### config.mk
export PLATFORM = sky130hd
export DESIGN_NAME = paired_event_counter
export DESIGN_NICKNAME = d
export VERILOG_FILES = /design/src/rtl/paired_event_counter.sv
export SDC_FILE = /design/constraint.sdc
export NUM_CORES = 1
export LEC_CHECK = 0
export BUFFER_PORTS_ARGS = -buffer_cell sky130_fd_sc_hd__buf_2
export CAP_MARGIN = 10
export CORE_MARGIN = 8
export CORE_UTILIZATION = 50
export CTS_CLUSTER_DIAMETER = 40
export DETAILED_ROUTE_END_ITERATION = 7
export GPL_TIMING_DRIVEN = 0
export PLACE_DENSITY = 0.77
export RECOVER_POWER = 25
export SYNTH_ARGS = -nofsm -noshare
export SYNTH_HDL_FRONTEND = slang
export SYNTH_SLANG_ARGS = --single-unit
### constraint.sdc
create_clock -name clk -period 2.8 [get_ports clk]
set_clock_uncertainty 0.1 [all_clocks]
set_input_delay 0.28 -clock clk [delete_from_list [all_inputs] [get_ports clk]]
set_output_delay 0.28 -clock clk [all_outputs]
set_load 0.01 [all_outputs]
### src/rtl/paired_event_counter.sv
module paired_event_counter #(
  parameter int WIDTH = 16
) (
  input  logic             clk,
  input  logic             rst_n,
  input  logic             enable,
  input  logic [1:0]       mode,
  input  logic             tick,
  input  logic             even_evt,
  input  logic             odd_evt,
  input  logic             odd_level,
  input  logic             irq_en,
  input  logic             clr_ovf,
  input  logic             clr_unf,
  output logic [WIDTH-1:0] count,
  output logic             ovf,
  output logic             unf,
  output logic             irq
);

  localparam logic [WIDTH-1:0] TOP = '1;
  localparam logic [WIDTH-1:0] ONE = WIDTH'(1);

  logic ev_hold, od_hold, dir_hold;
  logic ev_seen, od_seen, rot_down;
  logic want_up, want_dn, step_up, step_dn;

  assign ev_seen  = ev_hold | even_evt;
  assign od_seen  = od_hold | odd_evt;
  assign rot_down = ev_hold ? dir_hold : odd_level;

  always_comb begin
    want_up = 1'b0;
    want_dn = 1'b0;
    case (mode)
      2'b01: want_up = ev_seen;
      2'b10: begin
        want_up = ev_seen & ~od_seen;
        want_dn = od_seen & ~ev_seen;
      end
      2'b11: begin
        want_up = ev_seen & ~rot_down;
        want_dn = ev_seen & rot_down;
      end
      default: ;
    endcase
  end

  assign step_up = enable & tick & want_up;
  assign step_dn = enable & tick & want_dn;

  // pending events wait for the next tick
  always_ff @(posedge clk or negedge rst_n) begin
    if (!rst_n) begin
      ev_hold  <= 1'b0;
      od_hold  <= 1'b0;
      dir_hold <= 1'b0;
    end else if (!enable || tick) begin
      ev_hold  <= 1'b0;
      od_hold  <= 1'b0;
      dir_hold <= 1'b0;
    end else begin
      if (even_evt && !ev_hold) begin
        ev_hold  <= 1'b1;
        dir_hold <= odd_level;
      end
      if (odd_evt) od_hold <= 1'b1;
    end
  end

  always_ff @(posedge clk or negedge rst_n) begin
    if (!rst_n)       count <= '0;
    else if (step_up) count <= count + ONE;
    else if (step_dn) count <= count - ONE;
  end

  always_ff @(posedge clk or negedge rst_n) begin
    if (!rst_n) begin
      ovf <= 1'b0;
      unf <= 1'b0;
    end else begin
      if (step_up && count == TOP) ovf <= 1'b1;
      else if (clr_ovf)            ovf <= 1'b0;
      if (step_dn && count == '0)  unf <= 1'b1;
      else if (clr_unf)            unf <= 1'b0;
    end
  end

  assign irq = irq_en & (ovf | unf);

  // count only moves on a tick edge
  a_r6_tick_only: assert property (@(posedge clk) disable iff (!rst_n)
    !tick |=> $stable(count));
  // disabled or off mode holds the count
  a_r10_hold: assert property (@(posedge clk) disable iff (!rst_n)
    (!enable || mode == 2'b00) |=> $stable(count));
  // overflow rises only on a wrap to zero
  a_r7_ovf_wrap: assert property (@(posedge clk) disable iff (!rst_n)
    $rose(ovf) |-> ($past(count) == TOP && count == '0));
  // underflow rises only on a wrap to all-ones
  a_r8_unf_wrap: assert property (@(posedge clk) disable iff (!rst_n)
    $rose(unf) |-> ($past(count) == '0 && count == TOP));
  // no request without enable
  a_r9_irq_gate: assert property (@(posedge clk) disable iff (!rst_n)
    irq |-> irq_en);
  // both pending in up/down mode means no step
  a_r4_cancel: assert property (@(posedge clk) disable iff (!rst_n)
    (mode == 2'b10 && ev_seen && od_seen) |=> $stable(count));

endmodule

# --- Yosys cells after proc, flatten, opt, wreduce, memory -nomap -nowiden ---
# Index checks and enable logic that the tools add are counted.
op_classes:
  n_addsub: 2
  multipliers: 0
  n_div: 0
  order_cmp: 0
  n_eq_ne: 4
  shifts: 0
  muxes: 15
  bitwise_logic: 14
  reduce_logical: 12
ops:
  columns: ["operator", "n"]
  rows:
  - ["$mux W16", 2]
  - ["$add A16 B1 Y16 const B", 1]
  - ["$eq A16 B16 Y1 const B", 1]
  - ["$logic_not A16 Y1", 1]
  - ["$sub A16 B1 Y16 const B", 1]
  - ["$mux W1", 11]
  - ["$reduce_bool A2 Y1", 5]
  - ["$and A1 B1 Y1", 8]
  - ["$eq A2 B2 Y1 const B", 2]
  - ["$logic_and A1 B1 Y1", 3]
  - ["$not A1 Y1", 3]
  - ["$or A1 B1 Y1", 3]
  - ["$pmux W1 S3", 1]
  - ["$eq A2 B1 Y1 const B", 1]
  - ["$logic_not A1 Y1", 2]
  - ["$pmux W1 S2", 1]
  - ["$logic_or A1 B1 Y1", 1]
word_totals:
  reg_bits: 21
  latchBits: 0
  mem_bits_rw: 0
  rom_bits: 0
  input_bits: 12
  out_inout_bits: 19
  word_cells: 53
  memories: 0

# --- Logic depth before layout (Yosys ltp) ---
depth:
  word_depth: 7
  depth_mapped: 10
  depth_no_buf: 10

# --- Least setup slack after synthesis ---
# Ideal clock, no wire load.
synth_path:
  path_type: "register to register"
  startpoint: "register ev_hold"
  endpoint: "register count[14]"
  setup_time_ns: 0.135
  arrival_ns: 2.918
  required_ns: 2.565
  setup_slack_ns: -0.352
  stages_incl_launch_ff: 10
  path_buffers: 0
  period_less_slack_ns: 3.152
  cell_sequence: "dfrtp_1 > mux2_4 > a31o_4 > or2_2 > ha_1 > nor2b_1 > o31a_1 > o2111a_1 > a2111oi_2 > a211oi_1"
synth_via:
  elab_chain_len: 6
  word_cells_on_any_way: 14
  cone_classes: "4 x mux; 9 x bitwise; 1 x reduce/logical"
synth_rtl:
  columns: ["element", "line", "source"]
  rows:
  - ["from (decl)", "24", "logic ev_hold, od_hold, dir_hold;"]
  - ["from (signal assigned)", "55", "ev_hold <= 1'b0;"]
  - ["from (signal assigned)", "59", "ev_hold <= 1'b0;"]
  - ["from (signal assigned)", "64", "ev_hold <= 1'b1;"]
  - ["$mux W1 / $or A1 B1 Y1 (equally long branches)", "30, 28", null]
  - ["$not A1 Y1 (on tied branches)", "42, 39", null]
  - ["$and A1 B1 Y1 (on tied branches)", "42, 39", null]
  - ["$pmux W1 S3 / $pmux W1 S2 (equally long branches)", "35", "case (mode)"]
  - ["$and A1 B1 Y1 (on tied branches)", "49, 50", null]
  - ["$mux W16 / $reduce_bool A2 Y1 (equally long branches)", null, null]
  - ["to (signal assigned)", "73", "else if (step_up) count <= count + ONE;"]
  - ["to (signal assigned)", "74", "else if (step_dn) count <= count - ONE;"]
  - ["to (decl)", "15", "output logic [WIDTH-1:0] count,"]
# Parallel ways exist; a longest one is shown, timed or not.
# A chain may end at the register's enable or synchronous reset.

# --- Worst setup path after layout ---
# Same ends and word-level chain as after synthesis.

==> impl_metrics.py <==
metrics = {
    "floorplanning": {
        "fp.dieH_um": 74.7,
        "ioPinCount": 31,
        "start_util_pct": 51.6,
        "fp.dieW_um": 74.7,
        "die-area_um2": 5580,
        "core-area_um2": 3340,
        "rows": 21,
    },
    "global_routing": {
        "antenna_found_initial": 0,
        "grt_overflow": 0,
        "grt_pass1_vias": 1647,
        "grtUsageTotal_pct": 17.3,
        "grt_start_max_net_pins": 22,
        "grt_pass1_wl_mm": 7.58,
    },
    "detailed_routing": {
        "dr.pass1.iters": 4,
        "via_per_inst": 6.08,
        "drt_iter0_drc": 73,
        "drc": 0,
        "vias": 1746,
        "ant_nets": 0,
        "wire_per_inst_um": 16.8,
        "routed_wirelength_mm": 4.83,
    },
    "status": {
        "violations": "negative setup slack",
        "status": "finished, violations left",
    },
    "hold_path": {
        "hold_path_class": "primary input to flop",
    },
    "placement": {
        "numPortBuffers": 30,
        "dp_hpwl_mm": 3.19,
        "place_inst": 265,
        "dp_slack_ns": -0.238,
        "gp_congestion": 0.904,
        "placed_area_um2": 1950,
    },
    "worst_setup_path": {
        "worstSetupStartpointType": "flop",
        "r2r_slack_ns": -0.06,
        "cp_data_arrival_time_ns": 2.99,
        "r2r_start": "ev_hold$_DFFE_PN0P_",
        "r2r.worst_path.cells": 9,
        "critPathLaunch": "ev_hold$_DFFE_PN0P_",
        "critPathKind": "flop to flop",
        "cp_max_fo": 8,
        "cp.required_ns": 2.93,
        "crit_path_end": "count[14]$_DFFE_PN0P_",
        "cp-end-kind": "flop",
        "r2r_end": "count[14]$_DFFE_PN0P_",
    },
    "synthesis": {
        "netlist_instances": 189,
        "ys_seq_area_share_pct": 30.5,
        "netlist_area_um2": 1720,
        "ys_warn_count": 0,
        "synth_area_per_cell_um2": 9.12,
        "ys_ff_latch": 21,
        "async_flop_share_pct": 100,
        "synth_nets": 217,
        "synth-edff-count": 0,
        "synth.distinct_cells": 48,
        "synth-main-ff-cell": "dfrtp_1",
    },
    "power_and_ir_drop": {
        "power.total_mw": 2.45,
        "irDropWorstVdd_mv": 0.597,
        "p_leak_nw": 0.963,
        "power.density_nw_per_um2": 1090,
    },
    "timing": {
        "slew_viol_final": 0,
        "fmax_mhz": 350,
        "layout_setup_ws_ns": -0.0606,
        "rsz0062_at_grt": "yes",
        "period_minus_slack_ns": 2.86,
        "setup_viol": 5,
        "hold_viol": 0,
        "setup_tns_ns": -0.159,
        "worstMarginPinSlew_ns": 1.21,
        "fin_crit_sh_pct": 102,
        "slew_headroom_pct": 19.4,
    },
    "finish": {
        "final_area_um2": 2250,
        "drive_above_1_share_pct": 35.3,
        "fillers": 285,
        "fin_cells": 287,
        "nets": 270,
        "syn_to_final_growth_pct": 30.4,
        "antenna_cells": 0,
    },
    "clock_network": {
        "cts_tree": "done",
        "cts_sinks": 21,
        "numCtsBuffers": 3,
        "clock_path_buffers": 2,
        "htree_levels": 1,
        "path_clk_slew_ns": 0.14,
        "clk_latency_ns": 0.33,
        "root_buffer": "clkbuf_4",
    },
    "run": {
        "cap_violations": 0,
    },
}
-- worst max-delay path: stages (launching register included) --
cell       delay (ns)
dfrtp_1          0.42
mux2_4           0.32
a31o_4           0.24
or2_4            0.31
ha_4             0.26
nor2b_4          0.12
o31a_1           0.27
o2111a_2         0.33
a2111oi_4        0.31
a211oi_2         0.06
-- flip-flops by register name, indices dropped and copies added (netlist names) --
| register | cells |
|---|---|
| od_hold | 1 |
| dir_hold | 1 |
| ovf | 1 |
| ev_hold | 1 |
| unf | 1 |
| count | 16 |
-- repair_timing --
item,4_1_cts,5_1_grt
pin swaps,5,6
setup buffers,10,6
gates cloned,1,0
resized for setup,11,16
hold buffers,1,0
endpoints found under the hold margin,21,0
endpoints found under the setup margin,9,10
-- placed cells by master, fill, tap and decap left out, types with 3 or more instances in the layout --
cell type	synthesis	routed
nor2_1	21	21
xnor2_1	3	3
nand4_1	6	6
nor4_1	4	4
a21oi_1	18	12
buf_2	0	29
a31oi_1	3	3
a211oi_2	1	6
ha_4	0	4
a21o_1	6	6
clkbuf_4	0	3
buf_4	1	16
o211ai_1	3	3
o21a_1	5	5
inv_1	9	9
o21ai_0	9	7
and2_1	3	3
xor2_1	4	4
nand3_1	3	3
nand2_1	11	11
dfrtp_1	21	21
ha_1	15	9
a21oi_2	0	5
-- cell usage after synthesis (all sizes together), types with 4 or more instances --
cell type   n  area (µm²)
dfrtp      21         526
nor2       21        78.8
a21oi      18        90.1
ha         15         188
nand2      11        41.3
o21ai      10        50.0
inv         9        33.8
a211oi      7        57.6
a21o        6        45.0
nand4       6        37.5
o21a        5        37.5
nor4        4        25.0
xor2        4        35.0
-- routing by layer --
metal	global-route usage (%)	share of wire, %	wire length, µm
met1	22.1	44	2110
met2	28.5	48	2330
met3	2.93	5.7	277
met4	6.09	2.4	116
met5	0	0	0
-- area by class of cell --
class	instances	area (µm²)	area share, %
clock inverter	1	7.51	0.334
tap	46	57.6	2.56
inverter	9	33.8	1.50
buffer	2	18.8	0.836
timing repair buffer	47	283	12.6
multi-input combinational	158	1300	57.8
sequential	21	526	23.4
clock buffer	3	22.5	1.00
-- cells by family after synthesis --
| family | synth area share, % |
|---|---|
| AOI/OAI and AO/OA | 29.6 |
| and+or+nand+nor | 16.9 |
| DFF | 30.5 |
| adders and majority gates | 12.1 |
| buffers and inverters | 3.05 |
| xor gates and xnor gates | 3.56 |
| muxes | 4.28 |
-- how the worst min path moves through the flow --
stage	startpoint	to	slack, ns	cells after the start
2_1_floorplan	rst_n	count[0]$_DFFE_PN0P_	-0.12	0
3_3_place_gp	rst_n	ev_hold$_DFFE_PN0P_	0.18	1
3_5_place_dp	rst_n	ev_hold$_DFFE_PN0P_	0.18	1
4_1_cts	clr_ovf	ovf$_DFFE_PN0P_	0.01	2
5_1_grt	clr_ovf	ovf$_DFFE_PN0P_	0.004	2
6_report	clr_ovf	ovf$_DFFE_PN0P_	0.01	2
-- through the flow --
stage	hold slack (ns)	utilization (%)
detailed placement	0.176	58.6
global placement	0.181	58.6
floorplan	-0.116	-
CTS	0.00952	64.3
global route	0.00396	67.3
finish	0.0127	67.3
-- power by group --
group          internal [mW]  switching (mW)  total (mW)
clock network         0.0548           0.114       0.168
logic                  0.782           0.893        1.67
registers              0.414           0.194       0.607
total                   1.25            1.20        2.45
(Power assumes the default switching activity.)
